[src/rtl/ofsl_pkg.sv]
package ofsl_pkg;

   // Width needed to index every bit of the combined offset stream.
   function automatic int stream_idx_w(input int ofs_w);
      int total;
      total = 2 * ofs_w;
      return (total < 2) ? 1 : $clog2(total);
   endfunction

endpackage

[src/rtl/ofsl_bitpos.sv]
// Stream position counter: advances once per captured bit, wraps after the last.
module ofsl_bitpos #(
   parameter int OFS_W = 10,
   localparam int TOTAL = 2 * OFS_W,
   localparam int IDX_W = ofsl_pkg::stream_idx_w(OFS_W)
) (
   input  logic             clk,
   input  logic             rst_n,
   input  logic             shift,
   output logic [IDX_W-1:0] pos,
   output logic             at_first,
   output logic             at_last,
   output logic             done_pulse
);

   localparam logic [IDX_W-1:0] LAST_POS = IDX_W'(TOTAL - 1);

   assign at_first = (pos == '0);
   assign at_last  = (pos == LAST_POS);

   always_ff @(posedge clk or negedge rst_n) begin
      if (!rst_n) begin
         pos        <= '0;
         done_pulse <= 1'b0;
      end else begin
         done_pulse <= shift && at_last;
         if (shift) begin
            pos <= at_last ? '0 : pos + 1'b1;
         end
      end
   end

endmodule

[src/rtl/ofsl_store.sv]
// Offset storage: one flop per stream bit, each written only at its own position.
module ofsl_store #(
   parameter int OFS_W = 10,
   parameter logic [OFS_W-1:0] DEF_AE = '0,
   parameter logic [OFS_W-1:0] DEF_AF = '0,
   localparam int TOTAL = 2 * OFS_W,
   localparam int IDX_W = ofsl_pkg::stream_idx_w(OFS_W)
) (
   input  logic             clk,
   input  logic             rst_n,
   input  logic             shift,
   input  logic [IDX_W-1:0] pos,
   input  logic             din,
   output logic [OFS_W-1:0] ae_ofs,
   output logic [OFS_W-1:0] af_ofs
);

   localparam logic [TOTAL-1:0] DEF_ALL = {DEF_AF, DEF_AE};

   logic [TOTAL-1:0] bits_q;

   for (genvar gi = 0; gi < TOTAL; gi++) begin : g_bit
      always_ff @(posedge clk or negedge rst_n) begin
         if (!rst_n) begin
            bits_q[gi] <= DEF_ALL[gi];
         end else if (shift && (pos == IDX_W'(gi))) begin
            bits_q[gi] <= din;
         end
      end
   end

   assign ae_ofs = bits_q[OFS_W-1:0];
   assign af_ofs = bits_q[TOTAL-1:OFS_W];

endmodule

[src/rtl/ofsl_validgen.sv]
// Per-flag validity: cleared at the start of a set, raised DLY edges after its end.
module ofsl_validgen #(
   parameter int DLY = 2
) (
   input  logic clk,
   input  logic rst_n,
   input  logic start,
   input  logic fin,
   output logic valid
);

   logic [DLY-1:0] stg_q;

   if (DLY == 1) begin : g_one
      always_ff @(posedge clk or negedge rst_n) begin
         if (!rst_n)     stg_q <= '0;
         else if (start) stg_q <= '0;
         else            stg_q <= fin;
      end
   end else begin : g_multi
      always_ff @(posedge clk or negedge rst_n) begin
         if (!rst_n)     stg_q <= '0;
         else if (start) stg_q <= '0;
         else            stg_q <= {stg_q[DLY-2:0], fin};
      end
   end

   always_ff @(posedge clk or negedge rst_n) begin
      if (!rst_n)                 valid <= 1'b1;
      else if (start)             valid <= 1'b0;
      else if (stg_q[DLY-1])      valid <= 1'b1;
   end

endmodule

[src/rtl/serial_offset_loader.sv]
module serial_offset_loader #(
   parameter int OFS_W = 10,
   parameter logic [OFS_W-1:0] DEF_AE = OFS_W'(8),
   parameter logic [OFS_W-1:0] DEF_AF = OFS_W'(16),
   parameter int AE_DLY = 2,
   parameter int AF_DLY = 2
) (
   input  logic             clk,
   input  logic             rst_n,
   input  logic             load_n,
   input  logic             sen_n,
   input  logic             sdi,
   output logic [OFS_W-1:0] ae_ofs,
   output logic [OFS_W-1:0] af_ofs,
   output logic             ae_valid,
   output logic             af_valid,
   output logic             set_done
);

   localparam int IDX_W = ofsl_pkg::stream_idx_w(OFS_W);

   if (OFS_W < 1) begin : g_bad_w
      $error("serial_offset_loader: OFS_W must be at least 1");
   end
   if (AE_DLY < 1 || AF_DLY < 1) begin : g_bad_dly
      $error("serial_offset_loader: flag delays must be at least 1");
   end

   logic             shift;
   logic [IDX_W-1:0] pos;
   logic             at_first;
   logic             at_last;

   assign shift = !load_n && !sen_n;

   ofsl_bitpos #(.OFS_W(OFS_W)) u_pos (
      .clk(clk), .rst_n(rst_n), .shift(shift), .pos(pos),
      .at_first(at_first), .at_last(at_last), .done_pulse(set_done)
   );

   ofsl_store #(.OFS_W(OFS_W), .DEF_AE(DEF_AE), .DEF_AF(DEF_AF)) u_store (
      .clk(clk), .rst_n(rst_n), .shift(shift), .pos(pos), .din(sdi),
      .ae_ofs(ae_ofs), .af_ofs(af_ofs)
   );

   ofsl_validgen #(.DLY(AE_DLY)) u_ae_v (
      .clk(clk), .rst_n(rst_n), .start(shift && at_first),
      .fin(shift && at_last), .valid(ae_valid)
   );

   ofsl_validgen #(.DLY(AF_DLY)) u_af_v (
      .clk(clk), .rst_n(rst_n), .start(shift && at_first),
      .fin(shift && at_last), .valid(af_valid)
   );

endmodule

[config.mk]
export PLATFORM = sky130hd
export DESIGN_NAME = serial_offset_loader
export DESIGN_NICKNAME = d
export VERILOG_FILES = /design/src/rtl/ofsl_pkg.sv /design/src/rtl/ofsl_bitpos.sv /design/src/rtl/ofsl_store.sv /design/src/rtl/ofsl_validgen.sv /design/src/rtl/serial_offset_loader.sv
export SDC_FILE = /design/constraint.sdc
export NUM_CORES = 1
export LEC_CHECK = 0
export BUFFER_PORTS_ARGS = -buffer_cell sky130_fd_sc_hd__buf_2
export CAP_MARGIN = 40
export CELL_PAD_IN_SITES_DETAIL_PLACEMENT = 0
export CELL_PAD_IN_SITES_GLOBAL_PLACEMENT = 1
export CORE_AREA = 2 2 64 66
export DETAILED_ROUTE_END_ITERATION = 10
export DIE_AREA = 0 0 66 68
export GPL_TIMING_DRIVEN = 0
export PLACE_DENSITY_LB_ADDON = 0.1
export SETUP_SLACK_MARGIN = 0.3
export SYNTH_ARGS = -nofsm -noshare
export SYNTH_HDL_FRONTEND = slang
export SYNTH_SLANG_ARGS = --single-unit
[constraint.sdc]
create_clock -name clk -period 1.4 [get_ports clk]
set_input_delay 0.21 -clock clk [delete_from_list [all_inputs] [get_ports clk]]
set_output_delay 0.21 -clock clk [all_outputs]
set_load 0.02 [all_outputs]
==> results of run 1 <==
## sequential cells by signal, indices dropped and copies added, names as in the netlist
register          cells
u_store.ae_ofs       10
u_store.af_ofs       10
u_pos.pos             5
u_ae_v.stg_q          2
u_af_v.valid          1
u_pos.done_pulse      1
## power by group
group | total, mW | leakage [nW] | switching [mW] | internal, mW
sequential | 1.37 | 0.368 | 0.206 | 1.16
clock | 0.901 | 0.0585 | 0.322 | 0.579
combinational | 1.83 | 0.543 | 0.920 | 0.910
## cell usage in the layout, fill, tap and decap left out, types with 4 or more instances in the layout
cell and instances:
dfrtp_1 23, buf_2 22, mux2_2 14, buf_6 12, buf_4 11, nand2_1 8
mux2_4 6, clkbuf_8 6, nand3_1 5, ha_4 5, nand3_2 4
## worst paths after layout
| kind | start | end | slack (ns) | cells after the start |
|---|---|---|---|---|
| max | u_pos.pos[0] | u_store.af_ofs[9] | -0.20 | 5 |
| min | rst_n | u_store.ae_ofs[9] | 0.42 | 2 |
| max reg2reg | u_pos.pos[0] | u_store.af_ofs[9] | -0.20 | 5 |
| min reg2reg | u_ae_v.stg_q[0] | u_ae_v.stg_q[1] | 0.48 | 1 |
| max in group asynchronous | rst_n | u_store.af_ofs[4] | 0.66 | 2 |
| min in group clk | load_n | u_pos.done_pulse | 0.42 | 3 |
## cell usage after synthesis
| cell type | count | area, µm² |
|---|---|---|
| nor4b_2 | 1 | 15.0 |
| mux2_2 | 20 | 225 |
| and2_1 | 2 | 12.5 |
| buf_4 | 2 | 15.0 |
| o21a_1 | 1 | 7.51 |
| and3_1 | 1 | 6.26 |
| nor2_1 | 3 | 11.3 |
| nand3_1 | 9 | 45.0 |
| nand2_1 | 12 | 45.0 |
| dfstp_2 | 3 | 78.8 |
| nor3b_4 | 1 | 18.8 |
| buf_2 | 2 | 10.0 |
| or2_2 | 1 | 6.26 |
| or3_1 | 2 | 12.5 |
| xnor2_1 | 1 | 8.76 |
| nor3_1 | 1 | 5.00 |
| and4bb_2 | 1 | 12.5 |
| nand4_1 | 1 | 6.26 |
| ha_1 | 5 | 62.6 |
| nor4b_4 | 2 | 47.6 |
| mux2_1 | 1 | 11.3 |
| inv_1 | 3 | 11.3 |
| dfrtp_1 | 26 | 651 |
| clkbuf_1 | 2 | 7.51 |
| o21ai_0 | 2 | 10.0 |
| and2_2 | 1 | 7.51 |
| nor2b_1 | 2 | 12.5 |
| o22ai_1 | 1 | 6.26 |
## layout make-up
class / instances / area share (%)
flip-flops and latches: 29 / 36.0
clock inverters: 1 / 1.47
repair buffers: 43 / 15.0
inverters: 3 / 0.799
multi-input cells: 71 / 37.1
well taps: 50 / 3.07
plain buffers: 6 / 2.27
clock buffers: 7 / 4.24
## repair_timing
| action | 4_1_cts | 5_1_grt |
|---|---|---|
| endpoints found under the hold margin | 26 | 0 |
| hold buffers | 1 | 0 |
| resized for setup | 32 | 19 |
| pin swaps | 5 | 7 |
| setup endpoints to repair | 32 | 34 |
| setup buffers | 11 | 5 |
## through the flow
step | instance area [µm²] | hold WS, ns
floorplan | 1400 | -0.0856
global placement | 1590 | 0.274
detailed placement | 1590 | 0.277
CTS | 1930 | 0.414
global route | 2040 | 0.433
finish | 2040 | 0.418
## routing by layer
metal | share of wire (%) | routed length, µm | vias up
met5 | 0 | 0 | -
met3 | 5.3 | 158 | 6
li1 | - | - | 478
met2 | 48 | 1420 | 25
met1 | 45 | 1330 | 478
met4 | 2.0 | 58 | 0
## worst max-delay path, delay by kind of cell (launching register included)
family,cells,cell delay [ns]
adder cells (fa/ha/maj),1,0.16
buffers and inverters,1,0.14
flip-flops,1,0.45
multiplexers,1,0.29
AND/OR/NAND/NOR,2,0.44
## cells by family after synthesis
kind of cell | synth area share [%]
and+or+nand+nor | 19.3
DFF | 53.3
muxes | 17.3
buffers and inverters | 3.20
adders and majority gates | 4.57
AOI/OAI and AO/OA | 1.74
xor gates and xnor gates | 0.640
==> run summary, run 1 <==
Cell at the root of the clock tree - clkbuf_8
Area of the core - 3860 µm²
Worst setup margin - -0.195 ns
NumNets Final - 169
Max-cap viol count - 0
Failing checks - negative setup slack
Overall routing resource usage - 15.3%
Grt met1 use - 20.2%
Syn Inst Count - 109
Worst min-delay path class - input pin to async pin
Drt total wl - 2.97 mm
Power Total - 4.10 mW
Io pins - 28
Reg clk slew, reported paths - 0.06 ns
H-tree depth - 2
Rows - 23
Max VDD drop - 0.866 mV
Clock Skew - 0.00544 ns
Register area share after synthesis - 53.3%
Critical Path Fanout Max - 5
Gr ovfl total - 0
TNS Setup - -2.24 ns
RSZ-0062 raised after global routing - yes
CTS Buf Count - 5
#FFs+latches synth - 29
Final period utilization - 114%
CP required - 1.57 ns
Final hold violations - 0
Worst path arrival time - 1.76 ns
Largest net degree at the start of global routing - 30
DRC - 0
Warnings, synthesis - 0
Crit path max-delay cell type - dfrtp_2
Share of cells above drive strength 1 - 66.9%
Met3 Use GR - 4.93%
Sink Count - 29
GPL Wtd Cong - 0.729
Clock buffer depth - 2
Synthesis-to-finish area growth - 48.8%
Core Util, Final - 52.8%
Chip Width - 66 µm
Synth cell types - 28
PD cells - 2010 nW/µm²
Reg area - 733 µm²
First-pass GRT wire length - 4.98 mm
Final setup fails - 18
Routing usage on met2 - 23.1%
CP Class - register to register
Status - finished with violations
Port bufs - 26
Slew Viols, Final - 0
Area of the multi-input gates - 756 µm²
Lkg Pwr - 0.970 nW
Critical path capture point type - register
Critical Path Start Type - register
Number of global-route vias before repair - 976
HPWL after DPL - 1.91 mm
Critical Path Max Stage Delay - 0.45 ns
Worst slew margin - 73.3%
CTS tree - built
Initial Util - 35.5%
First-pass DRT Iterations - 4
Post-Syn Nets - 119
Antenna diodes - 0
Vias per inst - 4.70
Worst-margin pin slew - 0.400 ns
Final antenna-violating net count - 0
Top Usage Layer GRT - met2
Post-placement setup slack - -0.378 ns
Synth Cell Area - 1370 µm²
Clk Latency, worst-skew pair - 0.28 ns
Via Count - 987
Wire per inst - 14.1 µm
Die Y - 68 µm
Placed instance count - 185
Min Tclk post-route - 1.60 ns
Starting DRT DRC Count - 47
Initial antenna violation count - 0
Full die area - 4490 µm²
Sequence of cells on the critical path - buf_6, ha_4, and4bb_2, and2_4, mux2_4
Syn_area_per_cell - 12.6 µm²
Filler cell count - 348
F_max - 627 MHz
Post-Layout Cell Count - 210
No activity file was read; power rests on OpenSTA's default activity.
==> run 2: changes to the inputs <==
==> constraint.sdc (replaced) <==
create_clock -name clk -period 1.4 [get_ports clk]
set_input_delay 0.14 -clock clk [delete_from_list [all_inputs] [get_ports clk]]
set_output_delay 0.14 -clock clk [all_outputs]
set_load 0.02 [all_outputs]
==> run summary, run 2 (synthesized netlist as in run 1, its figures left out) <==
Crit path max-delay cell type - dfrtp_2
Sequence of cells on the critical path - buf_6, ha_4, and4bb_2, and2_4, mux2_4
Vias per inst - 4.70 (unchanged)
Final hold violations - 0 (unchanged)
Initial Util - 35.5% (unchanged)
Internal power - 2.65 mW (about the same)
Worst setup margin - -0.195 ns (unchanged)
Share of cells above drive strength 1 - 66.9% (unchanged)
NumNets Final - 169 (unchanged)
TNS Setup - -2.24 ns (-0.00160 ns)
Reg clk slew, reported paths - 0.06 ns (about the same)
CP Class - register to register
CTS Buf Count - 5 (unchanged)
H-tree depth - 2 (unchanged)
Initial antenna violation count - 0 (unchanged)
Clock Skew - 0.00544 ns (unchanged)
Sw power - 1.45 mW (unchanged)
CTS tree - built
Cell at the root of the clock tree - clkbuf_8
Full die area - 4490 µm² (unchanged)
Post-Layout Cell Count - 210 (unchanged)
GPL Wtd Cong - 0.729 (unchanged)
Clock power share - 22.0% (about the same)
Lkg Pwr - 0.969 nW (about the same)
Io pins - 28 (unchanged)
Worst min-delay path class - input pin to register
Wire per inst - 14.1 µm (about the same)
Slew Viols, Final - 0 (unchanged)
PD cells - 2010 nW/µm² (+0.11%)
Gr ovfl total - 0 (unchanged)
DRC - 0 (unchanged)
RSZ-0062 raised after global routing - yes
Synthesis-to-finish area growth - 48.6%
Via Count - 987 (unchanged)
Final antenna-violating net count - 0 (unchanged)
Antenna diodes - 0 (unchanged)
Commonest non-fill, non-tap cells in the layout - 23 x buf_2, 23 x dfrtp_1, 14 x mux2_2, 12 x buf_6, 11 x buf_4
Critical Path Max Stage Delay - 0.45 ns (about the same)
Gate power share - 44.6% (about the same)
Seq pwr share - 33.4% (about the same)
First-pass DRT Iterations - 4 (unchanged)
Number of global-route vias before repair - 972 (-0.41%)
Critical Path Fanout Max - 5 (unchanged)
Failing checks - negative setup slack
Chip Width - 66 µm (unchanged)
Placed instance count - 185 (unchanged)
Clock buffer depth - 2 (unchanged)
Largest net degree at the start of global routing - 30 (unchanged)
Worst-margin pin slew - 0.647 ns (+0.247 ns)
Core Util, Final - 52.8% (-0.065 points)
Status - finished with violations
Die Y - 68 µm (unchanged)
Sink Count - 29 (unchanged)
Overall routing resource usage - 15.3% (-0.035 points)
Worst reg-to-reg setup slack - -0.20 ns (about the same)
Max-cap viol count - 0 (unchanged)
Worst slew margin - 56.9% (-16 points)
Clk Latency, worst-skew pair - 0.28 ns (about the same)
Area of the core - 3860 µm² (unchanged)
Critical path capture point type - register
Switching Fraction - 35.3% (about the same)
R2R cell count - 5 (unchanged)
Final period utilization - 114% (unchanged)
Post-placement setup slack - -0.378 ns (unchanged)
Final setup fails - 18 (unchanged)
Worst path arrival time - 1.76 ns (about the same)
Rows - 23 (unchanged)
Drt total wl - 2.97 mm (about the same)
Min Tclk post-route - 1.60 ns (unchanged)
Starting DRT DRC Count - 47 (unchanged)
Port bufs - 26 (unchanged)
Critical Path Start Type - register
Max VDD drop - 0.866 mV (about the same)
F_max - 627 MHz (unchanged)
CP required - 1.57 ns (about the same)
Hold depth - 3
HPWL after DPL - 1.91 mm (unchanged)
First-pass GRT wire length - 4.97 mm (-0.26%)
==> run 2: changes by cell type in the layout (fill, tap and decap cells not counted) <==
cell	before	now
buf_2	22	23
clkbuf_4	1	0
==> run 2: worst max-delay path, delay by kind of cell, from the launching register on <==
family,cells,cell delay (ns)
flip-flops,1,0.45
AND/OR/NAND/NOR,2,0.44
multiplexers,1,0.29
adder cells (fa/ha/maj),1,0.16
buffers and inverters,1,0.14
==> run 2: cell type report <==
class	count	area, µm²
fill	349	1820
multi-input combinational	71	756
sequential	29	733
timing repair buffer	43	304
clock buffer	7	86.3
tap	50	62.6
buffer	6	46.3
clock inverter	1	30.0
inverter	3	16.3
==> run 2: through the flow <==
step / total power [mW] / hold WS, ns / area (µm²)
after CTS: 3.93 / 0.344 / 1930
after detailed placement: 2.70 / 0.207 / 1590
final: 4.10 / 0.348 / 2030
after global routing: 4.35 / 0.363 / 2030
after global placement: 2.68 / 0.204 / 1590
after floorplan: 2.28 / -0.156 / 1400
==> run 2: power groups by stage <==
stage	logic (mW)	registers [mW]	clock network [mW]
2_1_floorplan	0.646	1.64	0
3_3_place_gp	1.35	1.34	0
3_5_place_dp	1.36	1.34	0
4_1_cts	1.65	1.36	0.916
5_1_grt	1.97	1.42	0.961
6_report	1.83	1.37	0.901
==> run 2: repair_timing <==
item                       4_1_cts  5_1_grt
resized for setup               30       20
setup endpoints to repair       32       32
hold endpoints to repair        26        0
buffers inserted                11        5
hold buffers                     1        0
pin swaps                        5        7
==> run 2: worst paths after layout <==
path,from,end
setup / recovery,u_pos.pos[0],u_store.af_ofs[9]
hold reg to reg,u_ae_v.stg_q[0],u_ae_v.stg_q[1]
hold / removal,load_n,u_pos.done_pulse
max in group asynchronous,rst_n,u_pos.pos[4]
setup reg to reg,u_pos.pos[0],u_store.af_ofs[9]
min in group asynchronous,rst_n,u_store.ae_ofs[9]
==> run 2: routing by layer <==
metal / vias to the layer above / part of all wire [%] / track usage, %
met4: 0 / 2.0 / 6.89
met2: 25 / 48 / 23.1
met3: 6 / 5.3 / 4.93
met5: - / 0 / 0
met1: 478 / 45 / 20.1
li1: 478 / - / -
==> run 3: changes to the inputs <==
--- a/config.mk
+++ b/config.mk
@@ -7,7 +7,7 @@
 export LEC_CHECK = 0
 export BUFFER_PORTS_ARGS = -buffer_cell sky130_fd_sc_hd__buf_2
 export CAP_MARGIN = 40
-export CELL_PAD_IN_SITES_DETAIL_PLACEMENT = 0
+export CELL_PAD_IN_SITES_DETAIL_PLACEMENT = 1
 export CELL_PAD_IN_SITES_GLOBAL_PLACEMENT = 1
 export CORE_AREA = 2 2 64 66
 export DETAILED_ROUTE_END_ITERATION = 10
@@ -15,6 +15,7 @@
 export GPL_TIMING_DRIVEN = 0
 export PLACE_DENSITY_LB_ADDON = 0.1
 export SETUP_SLACK_MARGIN = 0.3
+export SLEW_MARGIN = 20
 export SYNTH_ARGS = -nofsm -noshare
 export SYNTH_HDL_FRONTEND = slang
 export SYNTH_SLANG_ARGS = --single-unit
==> run summary, run 3 (synthesized netlist as in run 1, its figures left out) <==
Worst reg-to-reg setup slack - -0.22 ns (-0.02 ns)
Cell area after layout - 2110 µm² (+3.7%)
Worst-margin pin slew - 0.676 ns (+0.0296 ns)
Via Count - 1032 (+4.6%)
Grt met1 use - 20.7% (+0.63 points)
Critical Path Fanout Max - 5 (unchanged)
Share of cells above drive strength 1 - 70.3% (+3.4 points)
Worst r2r src - u_pos.pos[0]
DRC - 0 (unchanged)
Met3 Use GR - 4.93% (unchanged)
Critical Path Start Type - register
Cell at the root of the clock tree - clkbuf_8
Sink Count - 29 (unchanged)
R2R cell count - 5 (unchanged)
CP Launch Point - u_pos.pos[0]
DP Area - 1590 µm² (unchanged)
Crit path max-delay cell type - dfrtp_2
Final setup fails - 26 (+8)
CTS tree - built
RR Endpoint - u_store.af_ofs[9]
Clock buffer depth - 2 (unchanged)
F_max - 618 MHz (-1.5%)
Min Tclk post-route - 1.62 ns (+0.0237 ns)
PD cells - 1960 nW/µm² (-2.5%)
CP Class - register to register
Initial antenna violation count - 0 (unchanged)
Starting DRT DRC Count - 19 (-60%)
Final hold violations - 0 (unchanged)
TNS Setup - -3.47 ns (-1.23 ns)
HPWL after DPL - 2.09 mm (+9.6%)
NumNets Final - 174 (+3.0%)
Port bufs - 26 (unchanged)
Initial Util - 35.5% (unchanged)
Crit path to - u_store.af_ofs[9]
RSZ-0062 raised after global routing - yes
H-tree depth - 2 (unchanged)
Max-cap viol count - 0 (unchanged)
Filler cell count - 415 (+19%)
Antenna diodes - 0 (unchanged)
Final period utilization - 116% (+1.7 points)
Worst slew margin - 54.9% (-2.0 points)
Lkg Pwr - 0.995 nW (+2.7%)
Number of global-route vias before repair - 1087 (+12%)
Full die area - 4490 µm² (unchanged)
Overall routing resource usage - 17.4% (+2.1 points)
Largest net degree at the start of global routing - 30 (unchanged)
Rows - 23 (unchanged)
Io pins - 28 (unchanged)
Synthesis-to-finish area growth - 54.1%
Failing checks - negative setup slack
Gr ovfl total - 0 (unchanged)
Sequence of cells on the critical path - buf_12, ha_4, and4bb_2, and2_4, mux2_4
Worst path arrival time - 1.79 ns (+0.03 ns)
Drt total wl - 3.60 mm (+21%)
CP required - 1.57 ns (about the same)
Routing usage on met2 - 30.1% (+6.9 points)
Status - finished with violations
Clock Skew - 0.00448 ns (-0.000966 ns)
Clk Latency, worst-skew pair - 0.29 ns (about the same)
Chip Width - 66 µm (unchanged)
Critical Path Max Stage Delay - 0.46 ns (about the same)
First-pass DRT Iterations - 2 (-2)
Final antenna-violating net count - 0 (unchanged)
Wire per inst - 16.7 µm (+18%)
Vias per inst - 4.80 (+2.1%)
Top Usage Layer GRT - met2
Critical path capture point type - register
Worst setup margin - -0.219 ns (-0.0237 ns)
Reg clk slew, reported paths - 0.06 ns (about the same)
Slew Viols, Final - 0 (unchanged)
Worst min-delay path class - input pin to register
Core Util, Final - 54.7% (+1.9 points)
Area of the core - 3860 µm² (unchanged)
First-pass GRT wire length - 5.55 mm (+12%)
Commonest non-fill, non-tap cells in the layout - 23 x buf_2, 23 x dfrtp_1, 15 x buf_6, 11 x buf_4
GPL Wtd Cong - 0.729 (unchanged)
Max VDD drop - 0.847 mV (-2.1%)
CTS Buf Count - 5 (unchanged)
Die Y - 68 µm (unchanged)
==> run 3: cell types whose count changed in the layout (fill, tap and decap cells not counted), sizes merged <==
cell | before | now
clkinv | 0 | 2
buf | 46 | 51
clkbuf | 9 | 8
bufinv | 1 | 0
==> run 3: per-layer routing <==
layer  up-vias  wire [µm]
met1       518       1580
met2        18       1840
met5         -          0
met4         0         60
li1        490          -
met3         6        120
==> run 3: worst min-delay path by stage <==
stage          cells after the start  startpoint               end
2_1_floorplan                      0       rst_n   u_ae_v.stg_q[0]
3_3_place_gp                       1       rst_n      u_pos.pos[0]
3_5_place_dp                       1       rst_n      u_pos.pos[1]
4_1_cts                            3      load_n  u_pos.done_pulse
5_1_grt                            3      load_n  u_pos.done_pulse
6_report                           3      load_n  u_pos.done_pulse
==> run 3: metrics by stage <==
stage          hold WS [ns]  std cells  power [mW]  setup WS [ns]
6_report              0.387        215        4.14         -0.219
5_1_grt               0.405        215        4.39         -0.303
4_1_cts               0.366        207        3.93         -0.212
3_5_place_dp          0.211        185        2.73         -0.376
3_3_place_gp          0.204        185        2.68         -0.393
2_1_floorplan        -0.156        109        2.28        -0.0621
==> run 3: area by class of cell <==
cell class	instances	area, µm²	share of cell area, %
multi-input combinational	71	791	37.5
sequential	29	733	34.8
timing repair buffer	48	378	17.9
clock buffer	6	72.6	3.44
tap	50	62.6	2.97
buffer	6	46.3	2.19
inverter	3	16.3	0.771
clock inverter	2	10.0	0.474
==> run 3: power breakdown <==
group	leakage [nW]	internal, mW	switching (mW)
Combinational	0.582	1.08	1.00
Sequential	0.368	1.16	0.223
Clock	0.0450	0.344	0.330
Total	0.995	2.59	1.56
==> run 3: what timing repair did <==
action                                 4_1_cts  5_1_grt
setup endpoints to repair                   32       32
endpoints found under the hold margin       26        0
gates resized for setup                     42       19
pin swaps                                    7        5
hold buffers                                 1        0
buffers inserted                            13        8
==> run 3: critical path, delay by kind of cell, from the launching register on <==
family	cells	cell delay (ns)
buf+inv	1	0.14
mux	1	0.29
simple gates	2	0.44
flops	1	0.46
fa+ha+maj	1	0.17
